[config.mk]
export PLATFORM = sky130hd
export DESIGN_NAME = parking_occupancy
export DESIGN_NICKNAME = d
export VERILOG_FILES = /design/src/rtl/parking_pkg.sv /design/src/rtl/bcd_decade_stage.sv /design/src/rtl/occupancy_ctrl.sv /design/src/rtl/parking_occupancy.sv
export SDC_FILE = /design/constraint.sdc
export NUM_CORES = 1
export LEC_CHECK = 0
export ABC_AREA = 1
export ABC_CLOCK_PERIOD_IN_PS = 2900
export BUFFER_PORTS_ARGS = -buffer_cell sky130_fd_sc_hd__buf_2
export CAP_MARGIN = 20
export CORE_MARGIN = 3
export CORE_UTILIZATION = 55
export CTS_BUF_LIST = sky130_fd_sc_hd__clkbuf_4
export CTS_CLUSTER_SIZE = 16
export DETAILED_ROUTE_END_ITERATION = 16
export MAX_ROUTING_LAYER = met4
export PLACE_DENSITY = 0.76
export SYNTH_ARGS = -nofsm -noshare
export SYNTH_HDL_FRONTEND = slang
export SYNTH_SLANG_ARGS = --single-unit
[constraint.sdc]
create_clock -name clk -period 2.9 [get_ports clk]
set_clock_uncertainty 0.05 [all_clocks]
set_input_delay 0.29 -clock clk [delete_from_list [all_inputs] [get_ports clk]]
set_output_delay 0.29 -clock clk [all_outputs]
set_load 0.05 [all_outputs]
[src/rtl/parking_pkg.sv]
package parking_pkg;

    typedef logic [3:0] bcd_t;

    localparam bcd_t BCD_TOP    = 4'd9;
    localparam bcd_t BCD_BOTTOM = 4'd0;

    typedef enum logic [1:0] {
        MOVE_HOLD = 2'b00,
        MOVE_UP   = 2'b01,
        MOVE_DOWN = 2'b10
    } move_e;

    typedef struct packed {
        logic en;
        logic up;
    } step_cmd_t;

    function automatic bcd_t bcd_step(input bcd_t d, input logic up);
        if (up)
            return (d == BCD_TOP) ? BCD_BOTTOM : bcd_t'(d + 4'd1);
        else
            return (d == BCD_BOTTOM) ? BCD_TOP : bcd_t'(d - 4'd1);
    endfunction

    function automatic logic bcd_terminal(input bcd_t d, input logic up);
        return up ? (d == BCD_TOP) : (d == BCD_BOTTOM);
    endfunction

endpackage

[src/rtl/bcd_decade_stage.sv]
module bcd_decade_stage
    import parking_pkg::*;
(
    input  logic clk,
    input  logic rst,
    input  logic step_en,
    input  logic step_up,
    output bcd_t digit,
    output logic terminal
);

    bcd_t digit_q;

    always_ff @(posedge clk) begin
        if (rst)
            digit_q <= BCD_BOTTOM;
        else if (step_en)
            digit_q <= bcd_step(digit_q, step_up);
    end

    assign digit    = digit_q;
    assign terminal = bcd_terminal(digit_q, step_up);

    assert_bcd_range_R2: assert property (@(posedge clk) disable iff (rst)
        digit_q <= BCD_TOP);

    assert_carry_wrap_R4: assert property (@(posedge clk) disable iff (rst)
        (step_en && step_up && digit_q == BCD_TOP) |=> digit_q == BCD_BOTTOM);

    assert_borrow_wrap_R5: assert property (@(posedge clk) disable iff (rst)
        (step_en && !step_up && digit_q == BCD_BOTTOM) |=> digit_q == BCD_TOP);

endmodule

[src/rtl/occupancy_ctrl.sv]
module occupancy_ctrl
    import parking_pkg::*;
(
    input  logic      clk,
    input  logic      rst,
    input  logic      entry_pulse,
    input  logic      exit_pulse,
    input  logic      digits_all_top,
    input  logic      digits_all_zero,
    output step_cmd_t cmd,
    output logic      full
);

    logic  full_q;
    move_e move;

    always_comb begin
        move = MOVE_HOLD;
        if (entry_pulse && !exit_pulse && !full_q)
            move = MOVE_UP;
        else if (exit_pulse && !entry_pulse && (full_q || !digits_all_zero))
            move = MOVE_DOWN;
    end

    always_comb begin
        cmd.en = (move != MOVE_HOLD);
        cmd.up = (move == MOVE_UP);
    end

    always_ff @(posedge clk) begin
        if (rst)
            full_q <= 1'b0;
        else if (move == MOVE_UP && digits_all_top)
            full_q <= 1'b1;
        else if (move == MOVE_DOWN)
            full_q <= 1'b0;
    end

    assign full = full_q;

    assert_full_set_R6: assert property (@(posedge clk) disable iff (rst)
        (!full_q && entry_pulse && !exit_pulse && digits_all_top) |=> full_q);

    assert_full_hold_R8: assert property (@(posedge clk) disable iff (rst)
        (full_q && entry_pulse && !exit_pulse) |=> full_q);

    assert_full_clear_R9: assert property (@(posedge clk) disable iff (rst)
        (full_q && exit_pulse && !entry_pulse) |=> !full_q);

endmodule

[src/rtl/parking_occupancy.sv]
module parking_occupancy
    import parking_pkg::*;
#(
    parameter int DIGITS = 2
) (
    input  logic                  clk,
    input  logic                  rst,
    input  logic                  entry_pulse,
    input  logic                  exit_pulse,
    output logic [4*DIGITS-1:0]   occupancy_bcd,
    output logic                  lot_full,
    output logic                  gate_lower
);

    localparam int CNT_W = 4 * DIGITS;

    step_cmd_t         cmd;
    logic              full;
    logic [DIGITS:0]   chain_en;
    logic [DIGITS-1:0] term;
    logic [DIGITS-1:0] is_top;
    logic [DIGITS-1:0] is_zero;
    bcd_t              digit [DIGITS];

    assign chain_en[0] = cmd.en;

    for (genvar i = 0; i < DIGITS; i++) begin : g_decade
        bcd_decade_stage u_stage (
            .clk      (clk),
            .rst      (rst),
            .step_en  (chain_en[i]),
            .step_up  (cmd.up),
            .digit    (digit[i]),
            .terminal (term[i])
        );
        assign chain_en[i+1]       = chain_en[i] & term[i];
        assign is_top[i]           = (digit[i] == BCD_TOP);
        assign is_zero[i]          = (digit[i] == BCD_BOTTOM);
        assign occupancy_bcd[4*i +: 4] = digit[i];
    end

    occupancy_ctrl u_ctrl (
        .clk             (clk),
        .rst             (rst),
        .entry_pulse     (entry_pulse),
        .exit_pulse      (exit_pulse),
        .digits_all_top  (&is_top),
        .digits_all_zero (&is_zero),
        .cmd             (cmd),
        .full            (full)
    );

    assign lot_full   = full;
    assign gate_lower = full;

    assert_full_digits_R7: assert property (@(posedge clk) disable iff (rst)
        lot_full |-> occupancy_bcd == '0);

    assert_empty_exit_R10: assert property (@(posedge clk) disable iff (rst)
        (!lot_full && occupancy_bcd == '0 && exit_pulse && !entry_pulse)
        |=> (occupancy_bcd == '0 && !lot_full));

    assert_tie_hold_R11: assert property (@(posedge clk) disable iff (rst)
        (entry_pulse && exit_pulse) |=> ($stable(occupancy_bcd) && $stable(lot_full)));

    assert_width_R12: assert property (@(posedge clk) disable iff (rst)
        (!entry_pulse && !exit_pulse) |=> ($stable(occupancy_bcd) && $stable(lot_full)));

    if (CNT_W != 4 * DIGITS) begin : g_bad_width
        initial $display("width mismatch");
    end

endmodule

### After elaboration in Yosys (flattened, before gate mapping)

Index checks and enable logic that the tools add are counted.

* register bits after elaboration: 9
* word-level logic and storage cells: 39
* input port bits: 4

* reduce and logical (&&, ||, !) cells: 16
* muxes and demuxes: 11
* bitwise logic cells: 1
* $add $sub $neg: 4
* eq/ne operators: 4

Operators by type and width (number)
* $mux 4: 6
* $add 4x1->4 const B: 2
* $eq 4x4->1 const B: 2
* $logic_not 4->1: 2
* $sub 4x1->4 const B: 2
* $logic_and 1x1->1: 5
* $logic_not 1->1: 4
* $mux 2: 2
* $reduce_and 2->1: 2
* $reduce_bool 2->1: 2
* $mux 1: 3
* $eq 2x1->1 const B: 1
* $eq 2x2->1 const B: 1
* $and 1x1->1: 1
* $logic_or 1x1->1: 1

### Logic depth before layout (Yosys ltp)

* depth after elaboration: 10
* mapped depth: 10
* gate-level depth less buffers: 10

### By module

A second synthesis with hierarchy kept.

* cells, all modules: 132
* area total of the unflattened synthesis: 705.7 sq um

Modules (own cells, without submodules)
* bcd_decade_stage: area an instance 285.3 sq um, seq. area each 80.1 sq um, cells each 52, instances 2
* occupancy_ctrl: area an instance 71.3 sq um, seq. area each 20.0 sq um, cells each 12, instances 1
* parking_occupancy: area an instance 63.8 sq um, seq. area each 0.0 sq um, cells each 16, instances 1

### Worst setup path before layout

Ideal clock, no wire load.

* path kind: flip-flop to flip-flop
* from: reg g_decade[0].u_stage.digit_q[3]
* to: reg g_decade[1].u_stage.digit_q[3]
* path buffers: 0
* slack: 1335 ps
* setup time: 114 ps
* stages on the path, launching flop included: 8
* required time: 2736 ps
* arrival time: 1401 ps
* clock period less this slack: 1565 ps
* path through: dfxtp_1 > nand3_2 > o21ai_2 > nand2_2 > clkinv_2 > nand2_4 > nor2_1 > nor2_2

* longest elaborated chain between the ends: 10

RTL lines
* start: declaration: RTL line bcd_decade_stage.sv:12 `bcd_t digit_q;`
* start signal: assignment: RTL line bcd_decade_stage.sv:18 `digit_q <= bcd_step(digit_q, step_up);`
* $logic_not 4->1: RTL line parking_pkg.sv:27, parking_occupancy.sv:38
* $reduce_and 2->1: RTL line parking_occupancy.sv:48 `.digits_all_zero (&is_zero),`
* $logic_not 1->1: RTL line occupancy_ctrl.sv:21 `else if (exit_pulse && !entry_pulse && (full_q || !digits_all_zero))`
* $logic_or 1x1->1: RTL line occupancy_ctrl.sv:21
* $logic_and 1x1->1: RTL line occupancy_ctrl.sv:21
* $mux 2: RTL line occupancy_ctrl.sv:21
* $mux 2: RTL line occupancy_ctrl.sv:19 `if (entry_pulse && !exit_pulse && !full_q)`
* $eq 2x1->1: RTL line occupancy_ctrl.sv:27 `cmd.up = (move == MOVE_UP);`
* $mux 1: RTL line parking_pkg.sv:27 `return up ? (d == BCD_TOP) : (d == BCD_BOTTOM);`
* $and 1x1->1: RTL line parking_occupancy.sv:36 `assign chain_en[i+1] = chain_en[i] & term[i];`
* end signal: assignment: RTL line bcd_decade_stage.sv:18
* end: declaration: RTL line bcd_decade_stage.sv:12

Several ways; a longest one is shown, not always the timed one.
A chain may end at the register's enable or synchronous reset.

### Worst setup path in the final report

* from: reg g_decade[0].u_stage.digit_q[2]
* to: out occupancy_bcd[2]

RTL lines
* end: declaration: RTL line parking_occupancy.sv:10 `output logic [4*DIGITS-1:0] occupancy_bcd,`

No word-level cell between the ends.

==> impl_metrics.csv <==
group,metric,value,unit
critical_path,worstPathCellList,"buf_2",
synthesis,yosysWarnings,0,
grt,grt_util_all_layers,0.1946,
clock_tree,cts_htree_levels,1,
critical_path,worstSetupPathType,"reg -> out",
clock_tree,clock_path_buffers,2,
power_and_ir_drop,leakage,0.0004212,uW
synthesis,yosys-top-cells-area,"dfxtp_1 25%, nand2_1 12%, nor2_1 8.3%",
power_and_ir_drop,swShare,0.4762,
route,viasPerCell,5.289,
synthesis,synthDominantCellAreaShare,0.2491,
clock_tree,insertion_delay,270,ps
route,routed_wl,1631,um
floorplanning,core,1171,um2
clock_tree,cts.clk_slew.worst_paths,70,ps
synthesis,synth-seq-cells,9,
floorplanning,die_width,42.26,um
placement,gp_congestion,0.9049,
sta,max_slew_margin,0.7969,
clock_tree,cts_tree,"done",
synthesis,synth_area_per_cell,6.400,um2
grt,grt_max_degree,13,
grt,grt_pass1_vias,626,
placement,dp_hpwl,1223,um
grt,antenna_found_initial,0,
floorplanning,rows,12,
critical_path,crit_fanout,8,
synthesis,syn-cell-area,723.2,um2
floorplanning,start_util,0.6175,
route,drt_first_pass_iters,4,
sta,worst_slew_pin_slew,304.3,ps
critical_path,critPathCaptureType,"output pin",
clock_tree,post_cts_buffers,0,
synthesis,synth_fp_nets,117,
critical_path,critPathSlowestCell,"dfxtp_1",
clock_tree,cts_resized,0,
synthesis,yosysUniqueCellTypes,23,
sta,fmaxAchievable,694.1,MHz
critical_path,cp_data_required_time,2560,ps
sta,rsz0062_at_grt,"no",
clock_tree,cts_buffers,3,
sta,hold_ws,192.7,ps
route,post_drt_wl_per_cell,11.49,um
sta,maxSlewViolCount,0,
critical_path,cp-start-kind,"flip-flop",
layout,nNetsFinal,133,
sta,fin_tns_setup,0,ps
power_and_ir_drop,combinationalPowerShare,0.465,
sta,fin_crit_sh,0.4968,
clock_tree,clock_sinks,9,
hold_path,holdCritPathClass,"in -> reg",
clock_tree,clock-root-buffer,"clkbuf_4",
floorplanning,die_y,42.26,um
layout,synthToLayoutAreaGrowth,13.49,%
layout,antenna_cells,0,
layout,layout-drive-gt1-share,0.3047,
critical_path,critPathTopFamily,"flip-flops",
route,remaining_drc_errors,0,
power_and_ir_drop,internal_power,276.1,uW
placement,portBuffers,13,
route,vias,751,
critical_path,crit_buf_inv,1,
clock_tree,cts_hold_buf,0,
sta,finalCriticalPeriod,1441,ps
power_and_ir_drop,peakVddDrop,0.0003969,V
sta,finalSetupViolations,0,
synthesis,seq_area_frac_synth,0.2491,
floorplanning,dieArea,1786,um2
power_and_ir_drop,power.share.sequential,0.318,
run,drv_cap,0,
synthesis,postSynthCellCount,113,
critical_path,cp_data_arrival_time,1100,ps
grt,grt_first_pass_wirelength,2635,um
grt,grt-ovfl-total,0,
power_and_ir_drop,power_density,642.2,nW/um2
sta,hold_viol,0,
outcome,status,"finished clean",
power_and_ir_drop,clkPwrFrac,0.217,
synthesis,synth_top_area_cell,"dfxtp_1",
floorplanning,pin_count,14,
critical_path,cp_slowest_stage_delay,500,ps
layout,nFillCells,111,
power_and_ir_drop,switching_power,251.0,uW
route,antenna_left,0,
route,drt_iter0_markers,28,
[logic make-up after synthesis]
kind of cell           after synthesis  share of synthesized area
AO/OA/AOI/OAI                       20                     0.1730
XOR/XNOR                             2                    0.02423
buffers and inverters               19                     0.1107
flip-flops                           9                     0.2491
AND/OR/NAND/NOR                     63                     0.4429
[power groups by stage]
stage	Combinational, uW	Sequential [uW]	Clock, uW
after floorplan	147	219	0
after global placement	240	170	0
after detailed placement	242	170	0
after CTS	244	167	114
after global routing	267	171	118
final	245	168	114
[state kept, by name (all words and copies together) (netlist names)]
signal	cells
g_decade.u_stage.digit	8
u_ctrl.full	1
[Yosys cell counts]
| cell type | n |
|---|---|
| nand2_1 | 23 |
| nor2_1 | 16 |
| inv_1 | 11 |
| dfxtp_1 | 9 |
| nand3_1 | 8 |
| o21ai_1 | 6 |
| inv_2 | 5 |
| o21ai_0 | 5 |
| a21oi_1 | 4 |
| nor2_2 | 4 |
| nand2_2 | 3 |
| nor2_4 | 3 |
| buf_4 | 2 |
| nand2_4 | 2 |
| nand3_2 | 2 |
| o211ai_1 | 2 |
| xor2_1 | 2 |
| clkinv_2 | 1 |
| nand3b_1 | 1 |
| nand4_1 | 1 |
| o21ai_2 | 1 |
| o21bai_4 | 1 |
| o31ai_1 | 1 |
[routing by layer]
metal,GRT usage,routed length (um),vias to the layer above
met5,-,0,-
met4,0.07453,25,0
met3,0.03863,94,5
met2,0.2948,724,28
met1,0.2532,787,326
li1,-,-,392
[metrics by stage]
| step | setup slack (ps) | instance area (um2) | utilization | cells | total power [uW] |
|---|---|---|---|---|---|
| global placement | 1524 | 790.8 | 0.6752 | 138 | 409.9 |
| floorplan | 1335 | 723.2 | - | 113 | 365.4 |
| CTS | 1464 | 820.8 | 0.7009 | 142 | 525.5 |
| global route | 1363 | 820.8 | 0.7009 | 142 | 556.3 |
| finish | 1459 | 820.8 | 0.7009 | 142 | 527.1 |
| detailed placement | 1466 | 790.8 | 0.6752 | 138 | 411.7 |
[final cells by class]
cell class | instances | area, um2 | area share
inverter | 17 | 65.06 | 0.07927
multi-input combinational | 85 | 462.9 | 0.5640
timing repair buffer | 13 | 65.06 | 0.07927
clock buffer | 4 | 30.03 | 0.03659
sequential | 9 | 180.2 | 0.2195
tap | 14 | 17.52 | 0.02134
[path summary, 6_finish.rpt]
| kind | start | end | slack (ps) | cells past startpoint |
|---|---|---|---|---|
| setup reg to reg | u_ctrl.full$_SDFFE_PP0P_ | g_decade[1].u_stage.digit[2]$_SDFFE_PP0P_ | 1470 | 10 |
| setup / recovery | g_decade[0].u_stage.digit[2]$_SDFFE_PP0P_ | occupancy_bcd[2] | 1460 | 1 |
| hold reg to reg | u_ctrl.full$_SDFFE_PP0P_ | u_ctrl.full$_SDFFE_PP0P_ | 480 | 2 |
| hold / removal | rst | g_decade[1].u_stage.digit[0]$_SDFFE_PP0P_ | 190 | 2 |
[cell usage in the layout, fill, tap and decap left out, drive strengths merged]
| cell type | n |
|---|---|
| nand2 | 28 |
| nor2 | 23 |
| inv | 16 |
| buf | 13 |
| o21ai | 12 |
| nand3 | 10 |
| dfxtp | 9 |
| a21oi | 4 |
| clkbuf | 4 |
| o211ai | 2 |
| xor2 | 2 |
| o21bai | 1 |
| o31ai | 1 |
| nand4 | 1 |
| clkinv | 1 |
| nand3b | 1 |
No activity file was read; power rests on OpenSTA's default activity.
